**config.mk**
```make
export PLATFORM = sky130hd
export DESIGN_NAME = can_bit_sampler
export DESIGN_NICKNAME = d
export VERILOG_FILES = /design/src/rtl/can_bs_pkg.sv /design/src/rtl/can_bs_ctrl.sv /design/src/rtl/can_bs_datapath.sv /design/src/rtl/can_bit_sampler.sv
export SDC_FILE = /design/constraint.sdc
export NUM_CORES = 1
export LEC_CHECK = 0
export ABC_AREA = 1
export BUFFER_PORTS_ARGS = -buffer_cell sky130_fd_sc_hd__buf_2
export CAP_MARGIN = 20
export CORE_ASPECT_RATIO = 0.7
export CORE_MARGIN = 4
export CORE_UTILIZATION = 40
export CTS_CLUSTER_DIAMETER = 60
export DETAILED_ROUTE_END_ITERATION = 7
export SYNTH_ARGS = -nofsm -noshare
export SYNTH_HDL_FRONTEND = slang
export SYNTH_SLANG_ARGS = --single-unit
export TNS_END_PERCENT = 50
```
**constraint.sdc**
```tcl
create_clock -name clk -period 2.2 [get_ports clk]
set_clock_uncertainty 0.1 [all_clocks]
set_input_delay 0.33 -clock clk [delete_from_list [all_inputs] [get_ports clk]]
set_output_delay 0.33 -clock clk [all_outputs]
set_load 0.02 [all_outputs]
```
**src/rtl/can_bs_pkg.sv**
```systemverilog
package can_bs_pkg;

  typedef enum logic {
    SMP_IDLE = 1'b0,
    SMP_RECV = 1'b1
  } smpState_e;

  // Strobes from control to datapath
  typedef struct packed {
    logic start;   // leave idle, load first offset
    logic stop;    // back to idle
    logic anchor;  // re-anchor timing
    logic sample;  // take a bit this edge
  } smpStrobe_t;

endpackage

```
**src/rtl/can_bs_ctrl.sv**
```systemverilog
module can_bs_ctrl
  import can_bs_pkg::*;
(
  input  logic       clk,
  input  logic       rst_n,
  input  logic       rxLine,
  input  logic       rateFast,
  input  logic       frameDone,
  input  logic       cntZero,
  output smpStrobe_t strobe
);

  smpState_e state;
  logic      rxPrev;
  logic      rateQ;
  logic      fallEdge;
  logic      rateRise;

  assign fallEdge = rxPrev & ~rxLine;
  assign rateRise = rateFast & ~rateQ;

  always_comb begin
    strobe = '0;
    unique case (state)
      SMP_IDLE: strobe.start = ~rxLine;
      SMP_RECV: begin
        strobe.stop   = frameDone;
        strobe.sample = ~frameDone & cntZero;
        strobe.anchor = ~frameDone & (fallEdge | rateRise);
      end
      default: strobe = '0;
    endcase
  end

  always_ff @(posedge clk or negedge rst_n) begin
    if (!rst_n) begin
      state  <= SMP_IDLE;
      rxPrev <= 1'b1;
      rateQ  <= 1'b0;
    end else begin
      rxPrev <= rxLine;
      rateQ  <= rateFast;
      if (strobe.start)
        state <= SMP_RECV;
      else if (strobe.stop)
        state <= SMP_IDLE;
    end
  end

  // a dominant level while idle starts reception
  a_r2_start_on_dominant: assert property (@(posedge clk) disable iff (!rst_n)
    (state == SMP_IDLE && !rxLine) |=> (state == SMP_RECV));

  // frame done always lands in idle
  a_r9_done_to_idle: assert property (@(posedge clk) disable iff (!rst_n)
    (state == SMP_RECV && frameDone) |=> (state == SMP_IDLE));

endmodule

```
**src/rtl/can_bs_datapath.sv**
```systemverilog
module can_bs_datapath
  import can_bs_pkg::*;
#(
  parameter int CNT_W = 12
) (
  input  logic             clk,
  input  logic             rst_n,
  input  logic             rxLine,
  input  logic             rateFast,
  input  logic [CNT_W-1:0] nomPeriod,
  input  logic [CNT_W-1:0] nomOffset,
  input  logic [CNT_W-1:0] fastPeriod,
  input  logic [CNT_W-1:0] fastOffset,
  input  smpStrobe_t       strobe,
  output logic             cntZero,
  output logic             bitValid,
  output logic             bitValue
);

  localparam int ACC_W = CNT_W + 1;

  logic [ACC_W-1:0] cnt;
  logic [ACC_W-1:0] cntNext;
  logic [ACC_W-1:0] selPeriod;
  logic [ACC_W-1:0] selOffset;

  assign selPeriod = {1'b0, (rateFast ? fastPeriod : nomPeriod)};
  assign selOffset = {1'b0, (rateFast ? fastOffset : nomOffset)};
  assign cntZero   = (cnt == '0);

  always_comb begin
    cntNext = cnt;
    if (strobe.stop)
      cntNext = '0;
    else if (strobe.start)
      cntNext = selOffset - 1'b1;
    else if (strobe.anchor && strobe.sample)
      cntNext = selPeriod + selOffset - 1'b1;
    else if (strobe.anchor)
      cntNext = selOffset - 1'b1;
    else if (strobe.sample)
      cntNext = selPeriod - 1'b1;
    else if (!cntZero)
      cntNext = cnt - 1'b1;
  end

  always_ff @(posedge clk or negedge rst_n) begin
    if (!rst_n) begin
      cnt      <= '0;
      bitValid <= 1'b0;
      bitValue <= 1'b0;
    end else begin
      cnt      <= cntNext;
      bitValid <= strobe.sample;
      if (strobe.sample)
        bitValue <= rxLine;
    end
  end

  // strobe lasts one cycle
  a_r4_single_pulse: assert property (@(posedge clk) disable iff (!rst_n)
    bitValid |=> !bitValid);

  // a reload never leaves the counter at zero
  a_r3_reload_nonzero: assert property (@(posedge clk) disable iff (!rst_n)
    strobe.sample |=> (cnt != '0));

  // value only moves with a sample
  a_r4_value_hold: assert property (@(posedge clk) disable iff (!rst_n)
    !strobe.sample |=> $stable(bitValue));

  // every strobe follows an expired countdown
  a_r2_valid_after_zero: assert property (@(posedge clk) disable iff (!rst_n)
    $rose(bitValid) |-> $past(cntZero));

endmodule

```
**src/rtl/can_bit_sampler.sv**
```systemverilog
module can_bit_sampler
  import can_bs_pkg::*;
#(
  parameter int CNT_W = 12
) (
  input  logic             clk,
  input  logic             rst_n,
  input  logic             rxLine,
  input  logic             rateFast,
  input  logic             frameDone,
  input  logic [CNT_W-1:0] nomPeriod,
  input  logic [CNT_W-1:0] nomOffset,
  input  logic [CNT_W-1:0] fastPeriod,
  input  logic [CNT_W-1:0] fastOffset,
  output logic             bitValid,
  output logic             bitValue
);

  smpStrobe_t strobe;
  logic       cntZero;

  can_bs_ctrl i_ctrl (
    .clk       (clk),
    .rst_n     (rst_n),
    .rxLine    (rxLine),
    .rateFast  (rateFast),
    .frameDone (frameDone),
    .cntZero   (cntZero),
    .strobe    (strobe)
  );

  can_bs_datapath #(.CNT_W(CNT_W)) i_dp (
    .clk        (clk),
    .rst_n      (rst_n),
    .rxLine     (rxLine),
    .rateFast   (rateFast),
    .nomPeriod  (nomPeriod),
    .nomOffset  (nomOffset),
    .fastPeriod (fastPeriod),
    .fastOffset (fastOffset),
    .strobe     (strobe),
    .cntZero    (cntZero),
    .bitValid   (bitValid),
    .bitValue   (bitValue)
  );

endmodule

```
==> results.cfg <==
[placed_design]
place_congestion = 0.9480
dp_cells = 641
placed_area_sq_mm = 0.003905
portBuffers = 54
dp_slack_ns = -0.5705
dp_hpwl_um = 7492

[drt]
via_per_inst = 5.050
firstDrtPassIters = 5
drtIter0Drc = 182
ant_nets = 0
drcViolationCount = 0
wl_per_cell_um = 14.88
finalWirelength_um = 9791
num_vias = 3323

[final_layout]
finish.instance_area_sq_mm = 0.004374
drive_gt1_share_pct = 45.04
num_antenna_cells = 0
area_growth_pct = 55.24
multi_input_area_sq_mm = 0.002404
fin_cells = 658
final_net_count = 644
fill_cells = 634
ff_latch_area_sq_um = 451.7

[timing]
rsz0062_at_grt = yes
hold_viol = 0
layout_setup_ws_ns = -0.2252
worstMarginPinSlew_ns = 0.4800
finalCritPeriodShare_pct = 110.2
relSlewSlack_pct = 68.00
tns_ns = -1.703
max_freq_mhz = 412.3
drv_slew = 0
finalCriticalPeriod_ns = 2.425
whs_ns = 0.08664
setup_viol = 11

[critical_path]
worstSetupEndpointType = flip-flop
reg2reg_depth = 15
timing.rr.end = i_dp.cnt[8]$_DFFE_PN0P_
r2r_slack_ns = -0.12
crit_type = input pin to flip-flop
r2r_start = i_dp.cnt[7]$_DFFE_PN0P_
start_kind = input pin
critical_path.max_fanout = 6
cp.required_ns = 2.27
arrival_ns = 2.50

[die]
core_area_sq_mm = 0.006788
core.rowCount = 25
pin_count = 55
start_util_pct = 41.51
fp.dieW_um = 108.3
fp.dieArea_sq_mm = 0.008472
die_y_um = 78.22

[clock_tree]
clock-sinks = 18
insertion_delay_ns = 0.26
h-tree-depth = 1
clkSlewWorstSetupHoldPaths_ns = 0.07
clockBufferDepth = 2
root_buffer = clkbuf_8
cts_buffers = 3
cts_tree = done

[global_routing]
grt_max_degree = 19
grt_antenna_before_repair = 0
grt_pass1_vias = 3177
grt_pass1_wl_um = 15270
track_usage_pct = 22.80
busiest_layer = met2
grt-ovfl-total = 0
met1_usage_pct = 32.56
met3_usage_pct = 3.862
met2_usage_pct = 36.54

[run_status]
outcome = finished, violations left
violations = negative setup slack

[logic_synthesis]
syn_inst = 419
ys.flop_type = dfrtp_1
async_reset_ff_share_pct = 100.0
yosysMostFrequentCell = nand2_1
ys_ff_latch = 18
synth_common_cells = 89 x nand2_1, 64 x inv_1, 33 x nor2_1
netlist_area_sq_mm = 0.002818
yosysTopAreaCellShare_pct = 15.10
avgSynthCellArea_sq_um = 6.725
ys_top_cells_by_area = dfrtp_1 15%, nand2_1 12%, ha_1 11%
synth-edff-count = 0
yosysSeqAreaShare_pct = 16.03
yosysWarnings = 0
yosys.area.top_type = dfrtp_1
yosysUniqueCellTypes = 45
syn_nets = 498

[flow_run]
cap_violations = 0

[pwr]
power_density_mw_per_mm2 = 629.8
p_leak_nw = 2.167
max-vdd-ir-drop_v = 0.0003504

[hold_path]
hp-start = rxLine
hold_class = input pin to flip-flop
holdPathEnd = i_ctrl.rxPrev$_DFF_PN1_
whs_path_depth = 1
-- power by group --
| group | leakage (nW) | switching [mW] | internal, mW |
|---|---|---|---|
| logic | 1.91 | 1.08 | 0.920 |
| registers | 0.224 | 0.0503 | 0.414 |
| clock network | 0.0288 | 0.128 | 0.159 |
| total | 2.17 | 1.26 | 1.49 |
-- worst max-delay path by stage --
stage	start	endpoint	slack (ns)	cells past startpoint
after global placement	rateFast	i_dp.cnt[10]$_DFFE_PN0P_	-0.49	17
final	rateFast	i_dp.cnt[4]$_DFFE_PN0P_	-0.23	15
after detailed placement	rateFast	i_dp.cnt[9]$_DFFE_PN0P_	-0.57	15
after floorplan	rateFast	i_dp.cnt[10]$_DFFE_PN0P_	-0.28	16
after CTS	rateFast	i_dp.cnt[10]$_DFFE_PN0P_	-0.13	18
after global routing	rateFast	i_dp.cnt[8]$_DFFE_PN0P_	-0.34	17
-- cell type report --
cell class,instances,area share [%]
inverters,69,5.978
repair buffers,149,24.80
clock buffers,4,1.259
multi-input cells,324,54.95
well taps,94,2.689
flip-flops and latches,18,10.33
-- metrics by stage --
stage	total power [mW]	utilization, %
2_1_floorplan	1.530	-
3_3_place_gp	2.129	57.53
3_5_place_dp	2.152	57.53
4_1_cts	2.574	62.06
5_1_grt	2.967	64.44
6_report	2.755	64.44
-- repair_timing --
action / in CTS / in global routing
endpoints found under the setup margin: 11 / 13
gates cloned: 2 / 0
hold endpoints to repair: 17 / 0
buffers inserted: 6 / 4
resized for setup: 33 / 26
hold buffers: 1 / 0
pin swaps: 21 / 24
-- flip-flops by register name, summed over array words and instances (netlist names) --
name	count
i_dp.bitValid	1
i_ctrl.state	1
i_dp.bitValue	1
i_ctrl.rateQ	1
i_ctrl.rxPrev	1
i_dp.cnt	13
-- placed cells by master, fill, tap and decap left out, types with 3 or more instances in the layout --
| cell | count |
|---|---|
| o21ai_2 | 12 |
| nor2_2 | 10 |
| buf_6 | 3 |
| nor2_4 | 9 |
| a21oi_2 | 8 |
| nand4_1 | 10 |
| ha_1 | 14 |
| o21a_1 | 4 |
| buf_2 | 53 |
| buf_12 | 3 |
| nand3_2 | 4 |
| or2_1 | 8 |
| nand2_1 | 87 |
| o21ai_0 | 15 |
| a21oi_1 | 12 |
| nand2_2 | 7 |
| nand2_4 | 3 |
| mux2i_4 | 7 |
| dfrtp_1 | 17 |
| xor2_1 | 9 |
| nor3_2 | 3 |
| clkbuf_8 | 4 |
| inv_2 | 8 |
| a21oi_4 | 4 |
| o21ai_1 | 9 |
| inv_1 | 60 |
| nand3_1 | 20 |
| buf_4 | 86 |
| nor2_1 | 30 |
| ha_4 | 10 |
-- critical path, stage by stage --
cell      delay, ns
buf_12         0.13
buf_8          0.13
or2_1          0.23
o21ai_2        0.08
ha_2           0.20
inv_2          0.04
ha_4           0.24
a21oi_4        0.17
nand2_4        0.09
buf_4          0.14
buf_6          0.11
xnor2_4        0.12
a22oi_2        0.19
a21oi_2        0.08
a211oi_2       0.21
-- routing by layer --
layer	wire length [um]	part of all wire [%]
met5	0	0
met4	159	1.6
met3	660	6.7
met2	4391	45
met1	4581	47
-- cells by family after synthesis --
logic type / count (synthesis) / synth area share [%]
AND/OR/NAND/NOR: 199 / 34.33
AO/OA/AOI/OAI: 78 / 17.10
buffers and inverters: 77 / 11.81
adder cells (fa/ha/maj): 26 / 11.81
flip-flops: 18 / 16.03
XOR/XNOR: 12 / 3.730
multiplexers: 9 / 5.195
No activity file was read; power rests on OpenSTA's default activity.
